File: src/rtl/wdog_pkg.sv
package wdog_pkg;

  typedef enum logic [1:0] {
    ACT_NONE  = 2'b00,
    ACT_IRQ   = 2'b01,
    ACT_SMI   = 2'b10,
    ACT_RESET = 2'b11
  } action_e;

  typedef enum logic {
    STAGE_FIRST  = 1'b0,
    STAGE_SECOND = 1'b1
  } stage_e;

  // Strobes from control to datapath, one cycle each
  typedef struct packed {
    logic loadTimeout;
    logic writeCfg;
    logic ackOverflow;
  } strobe_t;

endpackage

File: src/rtl/wdog_datapath.sv
module wdog_datapath
  import wdog_pkg::*;
#(
  parameter int TIMEOUT_W = 16,
  parameter int CFG_LIVE_W = 9,
  parameter int EXP_W = 4,
  parameter int EXP_MAX = 13
) (
  input  logic                  clk,
  input  logic                  rstN,
  input  logic                  tickIn,
  input  strobe_t               strobes,
  input  logic [TIMEOUT_W-1:0]  wrData,
  output logic [TIMEOUT_W-1:0]  timeoutVal,
  output logic [CFG_LIVE_W-1:0] cfgVal,
  output logic                  expire
);

  localparam int PRE_W = (EXP_MAX < 1) ? 1 : EXP_MAX;
  localparam int HALT_BIT = EXP_W + 4;

  logic [TIMEOUT_W-1:0]  timeoutReg;
  logic [TIMEOUT_W-1:0]  cnt;
  logic [CFG_LIVE_W-1:0] cfgReg;
  logic [PRE_W-1:0]      preCnt;
  logic [EXP_W-1:0]      rawExp;
  logic [EXP_W-1:0]      effExp;
  logic [PRE_W-1:0]      preLimit;
  logic                  counting;
  logic                  preWrap;

  assign rawExp = cfgReg[EXP_W-1:0];
  assign effExp = (int'(rawExp) > EXP_MAX) ? EXP_W'(EXP_MAX) : rawExp;
  assign preLimit = PRE_W'((33'd1 << effExp) - 33'd1);

  assign counting = tickIn && (cnt != '0) && !cfgReg[HALT_BIT]
                    && !strobes.loadTimeout && !strobes.ackOverflow;
  assign preWrap  = counting && (preCnt >= preLimit);
  assign expire   = preWrap && (cnt == TIMEOUT_W'(1));

  always_ff @(posedge clk or negedge rstN) begin
    if (!rstN) begin
      timeoutReg <= '0;
      cnt        <= '0;
      cfgReg     <= '0;
      preCnt     <= '0;
    end else begin
      if (strobes.writeCfg) cfgReg <= wrData[CFG_LIVE_W-1:0];
      if (strobes.loadTimeout) begin
        timeoutReg <= wrData;
        cnt        <= wrData;
        preCnt     <= '0;
      end else if (counting) begin
        if (preWrap) begin
          preCnt <= '0;
          cnt    <= expire ? timeoutReg : cnt - TIMEOUT_W'(1);
        end else begin
          preCnt <= preCnt + PRE_W'(1);
        end
      end
    end
  end

  assign timeoutVal = timeoutReg;
  assign cfgVal     = cfgReg;

endmodule

File: src/rtl/wdog_control.sv
module wdog_control
  import wdog_pkg::*;
#(
  parameter int ADDR_W = 6,
  parameter logic [ADDR_W-1:0] TIMEOUT_ADDR = 6'h00,
  parameter logic [ADDR_W-1:0] CFG_ADDR = 6'h02,
  parameter logic [ADDR_W-1:0] STATUS_ADDR = 6'h04
) (
  input  logic              clk,
  input  logic              rstN,
  input  logic              busWrite,
  input  logic [ADDR_W-1:0] busAddr,
  input  logic              ackBit,
  input  logic              expire,
  input  action_e           firstAction,
  input  action_e           secondAction,
  output strobe_t           strobes,
  output logic [3:0]        statusFlags,
  output logic              irqOut,
  output logic              smiOut,
  output logic              resetPulse
);

  stage_e  stage;
  action_e chosen;
  logic    ovfFlag, irqFlag, smiFlag, rstFlag;

  always_comb begin
    strobes.loadTimeout = busWrite && (busAddr == TIMEOUT_ADDR);
    strobes.writeCfg    = busWrite && (busAddr == CFG_ADDR);
    strobes.ackOverflow = busWrite && (busAddr == STATUS_ADDR) && ackBit;
  end

  assign chosen = (stage == STAGE_SECOND) ? secondAction : firstAction;

  always_ff @(posedge clk or negedge rstN) begin
    if (!rstN) begin
      stage      <= STAGE_FIRST;
      ovfFlag    <= 1'b0;
      irqFlag    <= 1'b0;
      smiFlag    <= 1'b0;
      rstFlag    <= 1'b0;
      resetPulse <= 1'b0;
    end else begin
      resetPulse <= 1'b0;
      if (strobes.loadTimeout) stage <= STAGE_FIRST;
      if (strobes.ackOverflow) begin
        stage   <= STAGE_FIRST;
        ovfFlag <= 1'b0;
        irqFlag <= 1'b0;
        smiFlag <= 1'b0;
        rstFlag <= 1'b0;
      end else if (expire) begin
        ovfFlag <= 1'b1;
        stage   <= STAGE_SECOND;
        unique case (chosen)
          ACT_IRQ:   irqFlag <= 1'b1;
          ACT_SMI:   smiFlag <= 1'b1;
          ACT_RESET: begin
            rstFlag    <= 1'b1;
            resetPulse <= 1'b1;
          end
          default: ;
        endcase
      end
    end
  end

  assign statusFlags = {rstFlag, smiFlag, irqFlag, ovfFlag};
  assign irqOut = irqFlag;
  assign smiOut = smiFlag;

endmodule

File: src/rtl/wdog_top.sv
module wdog_top
  import wdog_pkg::*;
#(
  parameter int ADDR_W = 6,
  parameter int DATA_W = 16,
  parameter int EXP_W = 4,
  parameter int EXP_MAX = 13
) (
  input  logic              clk,
  input  logic              rstN,
  input  logic              tickIn,
  input  logic              busWrite,
  input  logic [ADDR_W-1:0] busAddr,
  input  logic [DATA_W-1:0] busWdata,
  output logic [DATA_W-1:0] busRdata,
  output logic              irqOut,
  output logic              smiOut,
  output logic              resetPulse
);

  localparam int CFG_LIVE_W = EXP_W + 5;
  localparam logic [ADDR_W-1:0] TIMEOUT_ADDR = ADDR_W'(0);
  localparam logic [ADDR_W-1:0] CFG_ADDR     = ADDR_W'(2);
  localparam logic [ADDR_W-1:0] STATUS_ADDR  = ADDR_W'(4);

  strobe_t               strobes;
  logic [DATA_W-1:0]     timeoutVal;
  logic [CFG_LIVE_W-1:0] cfgVal;
  logic                  expire;
  logic [3:0]            statusFlags;
  action_e               firstAction, secondAction;

  assign firstAction  = action_e'(cfgVal[EXP_W+1:EXP_W]);
  assign secondAction = action_e'(cfgVal[EXP_W+3:EXP_W+2]);

  wdog_datapath #(
    .TIMEOUT_W(DATA_W), .CFG_LIVE_W(CFG_LIVE_W), .EXP_W(EXP_W), .EXP_MAX(EXP_MAX)
  ) i_datapath (
    .clk(clk), .rstN(rstN), .tickIn(tickIn), .strobes(strobes),
    .wrData(busWdata), .timeoutVal(timeoutVal), .cfgVal(cfgVal), .expire(expire)
  );

  wdog_control #(
    .ADDR_W(ADDR_W), .TIMEOUT_ADDR(TIMEOUT_ADDR), .CFG_ADDR(CFG_ADDR),
    .STATUS_ADDR(STATUS_ADDR)
  ) i_control (
    .clk(clk), .rstN(rstN), .busWrite(busWrite), .busAddr(busAddr),
    .ackBit(busWdata[0]), .expire(expire), .firstAction(firstAction),
    .secondAction(secondAction), .strobes(strobes), .statusFlags(statusFlags),
    .irqOut(irqOut), .smiOut(smiOut), .resetPulse(resetPulse)
  );

  always_comb begin
    unique case (busAddr)
      TIMEOUT_ADDR: busRdata = timeoutVal;
      CFG_ADDR:     busRdata = DATA_W'(cfgVal);
      STATUS_ADDR:  busRdata = DATA_W'(statusFlags);
      default:      busRdata = '0;
    endcase
  end

endmodule

File: config.mk
export PLATFORM = sky130hd
export DESIGN_NAME = wdog_top
export DESIGN_NICKNAME = d
export VERILOG_FILES = /design/src/rtl/wdog_pkg.sv /design/src/rtl/wdog_datapath.sv /design/src/rtl/wdog_control.sv /design/src/rtl/wdog_top.sv
export SDC_FILE = /design/constraint.sdc
export NUM_CORES = 1
export LEC_CHECK = 0
export BUFFER_PORTS_ARGS = -buffer_cell sky130_fd_sc_hd__buf_2
export CAP_MARGIN = 20
export CORE_ASPECT_RATIO = 0.7
export CORE_MARGIN = 3
export CORE_UTILIZATION = 45
export CTS_CLUSTER_SIZE = 8
export DETAILED_ROUTE_END_ITERATION = 12
export PLACE_DENSITY = 0.77
export RECOVER_POWER = 100
export SYNTH_ARGS = -nofsm -noshare
export SYNTH_HDL_FRONTEND = slang
export SYNTH_SLANG_ARGS = --single-unit
File: constraint.sdc
create_clock -name clk -period 3.7 [get_ports clk]
set_input_delay 0 -clock clk [delete_from_list [all_inputs] [get_ports clk]]
set_output_delay 0 -clock clk [all_outputs]
set_load 0.005 [all_outputs]
* After elaboration in Yosys (flattened, before gate mapping)
Index checks and enable logic that the tools add are counted. Widths: inputs -> output; s select.
Word-level totals: output and inout port bits 19, word-level logic and storage cells 75, register bits after elaboration 60, bits of input ports 26
Operators by class: muxes and demuxes 27, add/sub/neg operators 3, order comparisons 2, reduce and logical (&&, ||, !) cells 26, eq/ne operators 6, shifts and indexed selects 1
Operators with widths (count):
- $mux 16 | 4
- $pmux 16 s3 | 1
- $mux 13 | 3
- $mux 1 | 17
- $eq 16x1->1 const B | 1
- $reduce_bool 16->1 | 1
- $sub 16x1->16 const B | 1
- $add 13x1->13 const B | 1
- $ge 13x13->1 | 1
- $shl 1x4->13 const A | 1
- $sub 13x1->13 const B | 1
- $reduce_bool 2->1 | 6
- $logic_and 1x1->1 | 10
- $reduce_and 2->1 | 4
- $eq 6x2->1 const B | 1
- $eq 6x3->1 const B | 1
- $logic_not 6->1 | 1
- $eq 2x2->1 const B | 2
- $gt 4x4->1 const B | 1
- $mux 4 | 1
- $logic_not 1->1 | 3
- $reduce_bool 3->1 | 1
- $eq 2x1->1 const B | 1
- $mux 2 | 1

* Depth between registers and ports, before layout
depth in word-level cells 11, depth in mapped cells 17, mapped depth without buffers 14

* Cells and area by module
A second synthesis with hierarchy kept.
Second synthesis, totals: cell total of the unflattened synthesis 421, area total of the unflattened synthesis 3892.5 µm²
By module, submodules not included:
- wdog_datapath | instances 1, cells each 348, area an instance 3274.4 µm², sequential area each 1351.3 µm²
- wdog_control | instances 1, cells each 34, area an instance 346.6 µm², sequential area each 150.1 µm²
- wdog_top | instances 1, cells each 39, area an instance 271.5 µm², sequential area each 0.0 µm²

* Least setup slack after synthesis
Ideal clock, no wire load.
path kind reg-to-reg, from reg i_datapath.cfgReg[0] (netlist: i_datapath.cfgVal[0]), to reg i_datapath.cnt[5], data required time 3.579 ns, setup slack 0.143 ns, period minus slack after synthesis 3.557 ns, cell stages (with the launch flop) 16, arrival 3.436 ns, library setup time 0.121 ns, path buffers 3, cells stage by stage dfrtp_1 > clkbuf_1 > or4_1 > ha_1 > clkbuf_1 > nor4b_1 > a21oi_1 > o22a_1 > ha_1 > nand4_1 > a21oi_1 > a211o_1 > clkbuf_1 > a21o_1 > o211ai_1 > a22o_1
Between the ends: longest elaborated chain between the ends 11, elaborated cells between the ends (all ways) 13, those cells by class add/sub: 1; order compare: 2; shift: 1; mux: 5; reduce/logical: 4
RTL lines:
- start: declaration | RTL line wdog_datapath.sv:24 | logic [CFG_LIVE_W-1:0] cfgReg;
- start signal: assignment | RTL line wdog_datapath.sv:48 | if (strobes.writeCfg) cfgReg <= wrData[CFG_LIVE_W-1:0];
- $gt 4x4->1 | RTL line wdog_datapath.sv:33 | assign effExp = (int'(rawExp) > EXP_MAX) ? EXP_W'(EXP_MAX) : rawExp;
- $mux 4 (*) | RTL line wdog_datapath.sv:33
- $shl 1x4->13 (*) | RTL line wdog_datapath.sv:34 | assign preLimit = PRE_W'((33'd1 << effExp) - 33'd1);
- $sub 13x1->13 (*) | RTL line wdog_datapath.sv:34
- $ge 13x13->1 (*) | RTL line wdog_datapath.sv:38 | assign preWrap = counting && (preCnt >= preLimit);
- $logic_and 1x1->1 (*) | RTL line wdog_datapath.sv:38
- $logic_and 1x1->1 | RTL line wdog_datapath.sv:39 | assign expire = preWrap && (cnt == TIMEOUT_W'(1));
- $mux 16 | RTL line wdog_datapath.sv:56 | cnt <= expire ? timeoutReg : cnt - TIMEOUT_W'(1);
- $mux 16 | RTL line wdog_datapath.sv:54 | if (preWrap) begin
- $mux 16 | RTL line wdog_datapath.sv:53 | end else if (counting) begin
- $mux 16 | RTL line wdog_datapath.sv:49 | if (strobes.loadTimeout) begin
- end signal: assignment | RTL line wdog_datapath.sv:51 | cnt <= wrData;
- end signal: assignment | RTL line wdog_datapath.sv:56
- end: declaration | RTL line wdog_datapath.sv:23 | logic [TIMEOUT_W-1:0] cnt;
Every way passes the cells marked *; elsewhere a longest branch is shown, timed or not. The select of a mux whose other input is x is not followed. A chain may end at the register's enable or synchronous reset.

* Worst setup path in the final report
from reg i_datapath.cfgReg[0] (netlist: i_datapath.cfgVal[0]), to reg i_datapath.cnt[15]
The elaborated chain is that of the path after synthesis.

==> out/metrics.yaml <==
outcome:
  status: "finished, violations left"
  failed_checks: "max-capacitance violations, max-slew violations"
clock_tree:
  cts_root_buffer: "clkbuf_16"
  htree_levels: 3
  cts_buffers: 9
  clkSlewWorstSetupHoldPaths_ns: 0.05
  cts_tree: "built"
  clockBufferDepth: 2
  cts_sinks: 60
  postCtsSetupBuffers: 0
  clk_latency_ns: 0.33
power:
  power.leakage_nw: 2.12
  finalPower_mw: 2.33
  powerDensity_nw_per_um2: 519
  vdd_drop_max_mv: 0.242
setup_path:
  timing.critical_path.buf_inv: 1
  slowest_delay_ns: 0.57
  required_ns: 3.92
  cp-end-kind: "flip-flop"
  path_class: "reg2reg"
  path_cells: "or4_4 -> ha_4 -> nor4b_1 -> a21oi_1 -> o22a_1 -> ha_1 -> a21oi_1 -> o21ai_0 -> a211oi_1 -> o21ai_2 -> clkbuf_2 -> o21ai_0 -> a22o_1"
  arrival_ns: 3.73
  startpoint_type: "flip-flop"
  worstPathMaxFanout: 16
  r2r_setup_slack_ns: 0.19
  cp_top_family: "compound AO/OA/AOI/OAI gates"
  crit_slowest_cell: "or4_4"
floorplanning:
  die_x_um: 115
  fp.dieArea_um2: 9440
  rows: 27
  initial_core_util: 0.468
  io-pin-count: 45
  core-area_um2: 7970
  die_y_um: 82.2
timing:
  slew_viol_final: 72
  period_share: 0.950
  worstMarginPinSlew_ns: 1.59
  report.final.hold_viol_count: 0
  relSlewSlack: -0.0773
  whs_ns: 0.0264
  skew_ns: 0.00794
  grt_setup_unrepaired: "no"
  setup_violations: 0
  fin_tns_setup_ns: 0
  fmax_mhz: 285
  fin_crit_ns: 3.51
routing:
  vias: 3395
  drtIter0Drc: 228
  drc: 0
  drt_pass1_iterations: 5
  wl_per_cell_um: 17.0
  via_per_inst: 5.89
  ant_nets: 0
  drt_wl_total_um: 9790
synth:
  synth_seq_cells: 60
  yosys_most_used_dff: "dfrtp_1"
  syn_area_um2: 3730
  ys_async_sr_fraction: 1.00
  synth_most_common_cell: "nand2_1"
  synth_edf_count: 0
  synth_cells: 408
  synthTopCellsByCount: "nand2_1, dfrtp_1, o21ai_0"
  synth.avg_cell_area_um2: 9.15
  netlist-cell-type-count: 60
  yosysWarnings: 0
  synth-seq-area-share: 0.402
  synth_area_leaders: "dfrtp_1, nand2_1, ha_1"
  yosys.area.top_type: "dfrtp_1"
  synth.top_cell.area_share: 0.402
  syn_nets: 451
global_route:
  grt_pass1_wl_um: 16200
  antenna_found_initial: 0
  grt_overflow: 0
  grt_pass1_vias: 3171
  grt_usage: 0.216
  grt_max_degree: 61
cells_and_area:
  fillers: 703
  area_delta_synth_final_pct: 20.2
  antenna_cells: 0
  utilization: 0.563
  drive_gt1_frac: 0.179
  final_area_um2: 4490
  finish.net_count: 514
place:
  gp_congestion: 0.898
  place_area_um2: 4080
  dpl.hpwl_um: 6880
  portBuffers: 44
hold_path:
  min_path_type: "in2reg"
run:
  drv_cap: 2
-- placed cells by master, fill, tap and decap left out, types with 6 or more instances in the layout --
master,instances
inv_1,7
nor2_1,21
dfrtp_1,60
o21ai_0,37
clkbuf_1,13
nand2_1,67
a211oi_1,6
a21oi_1,10
a22o_1,10
ha_1,16
nor3_1,13
mux2_2,10
buf_4,9
a21o_1,6
clkbuf_16,9
dlygate4sd3_1,16
nand3_1,13
mux2i_1,7
xor2_1,10
buf_2,34
and3_1,8
nand4_1,8
-- metal layers --
layer,up-vias,share of wire,GRT usage
li1,1616,-,-
met1,1641,0.51,0.328
met2,129,0.42,0.305
met3,9,0.065,0.0524
met4,0,0.011,0.0563
met5,-,0,0
-- registers in the layout, indices dropped and copies added, names as in the netlist --
signal and cells:
i_datapath.cnt 16, i_datapath.timeoutVal 16, i_datapath.preCnt 13, i_datapath.cfgVal 9
i_control.irqOut 1, i_control.ovfFlag 1, i_control.resetPulse 1, i_control.rstFlag 1
i_control.smiOut 1, i_control.stage 1
-- timing repair --
action | in CTS | in global routing
pin swaps | 0 | 1
hold buffers | 16 | 0
endpoints found under the hold margin | 83 | 0
cloned | 0 | 0
endpoints found under the setup margin | 1 | 27
resized for setup | 1 | 8
-- power breakdown --
part | leakage [nW] | switching (mW) | internal (mW)
combinational | 1.19 | 0.334 | 0.279
clock | 0.138 | 0.294 | 0.534
sequential | 0.793 | 0.124 | 0.763
-- final cells by class --
type                       instances  area, um^2  share of cell area
tap                              101         126              0.0282
clock inverter                     4        50.0              0.0112
sequential                        60        1500               0.335
clock buffer                      11         243              0.0541
timing repair buffer              75         468               0.104
multi-input combinational        318        2070               0.462
inverter                           7        26.3             0.00585
-- tightest hold or removal path: stages --
cell,delay (ns)
buf_2,0.07
and3_1,0.16
a21o_1,0.09
-- metrics by stage --
step                worst slack, ns  instances
finish                        0.187        576
global route                 0.0170        576
CTS                          0.0393        576
global placement              0.193        545
floorplan                     0.143        408
detailed placement           0.0520        545
-- cells by family after synthesis --
kind of cell    count (synthesis)  share of synthesized area
xor+xnor                       11                     0.0258
flops                          60                      0.402
buf+inv                        30                     0.0372
simple gates                  174                      0.245
mux                            17                     0.0489
fa+ha+maj                      17                     0.0570
compound gates                 99                      0.184
-- worst paths after layout --
path                                      startpoint                   endpoint  cells after the start
worst max-delay path            i_datapath.cfgVal[0]         i_datapath.cnt[15]                     13
worst max register to register  i_datapath.cfgVal[0]         i_datapath.cnt[15]                     13
min in group asynchronous                       rstN           i_control.irqOut                      3
worst min register to register     i_control.rstFlag          i_control.rstFlag                      2
worst min-delay path                    busWdata[12]  i_datapath.timeoutVal[12]                      3
max in group asynchronous                       rstN   i_datapath.timeoutVal[1]                      3
(Power assumes the default switching activity.)
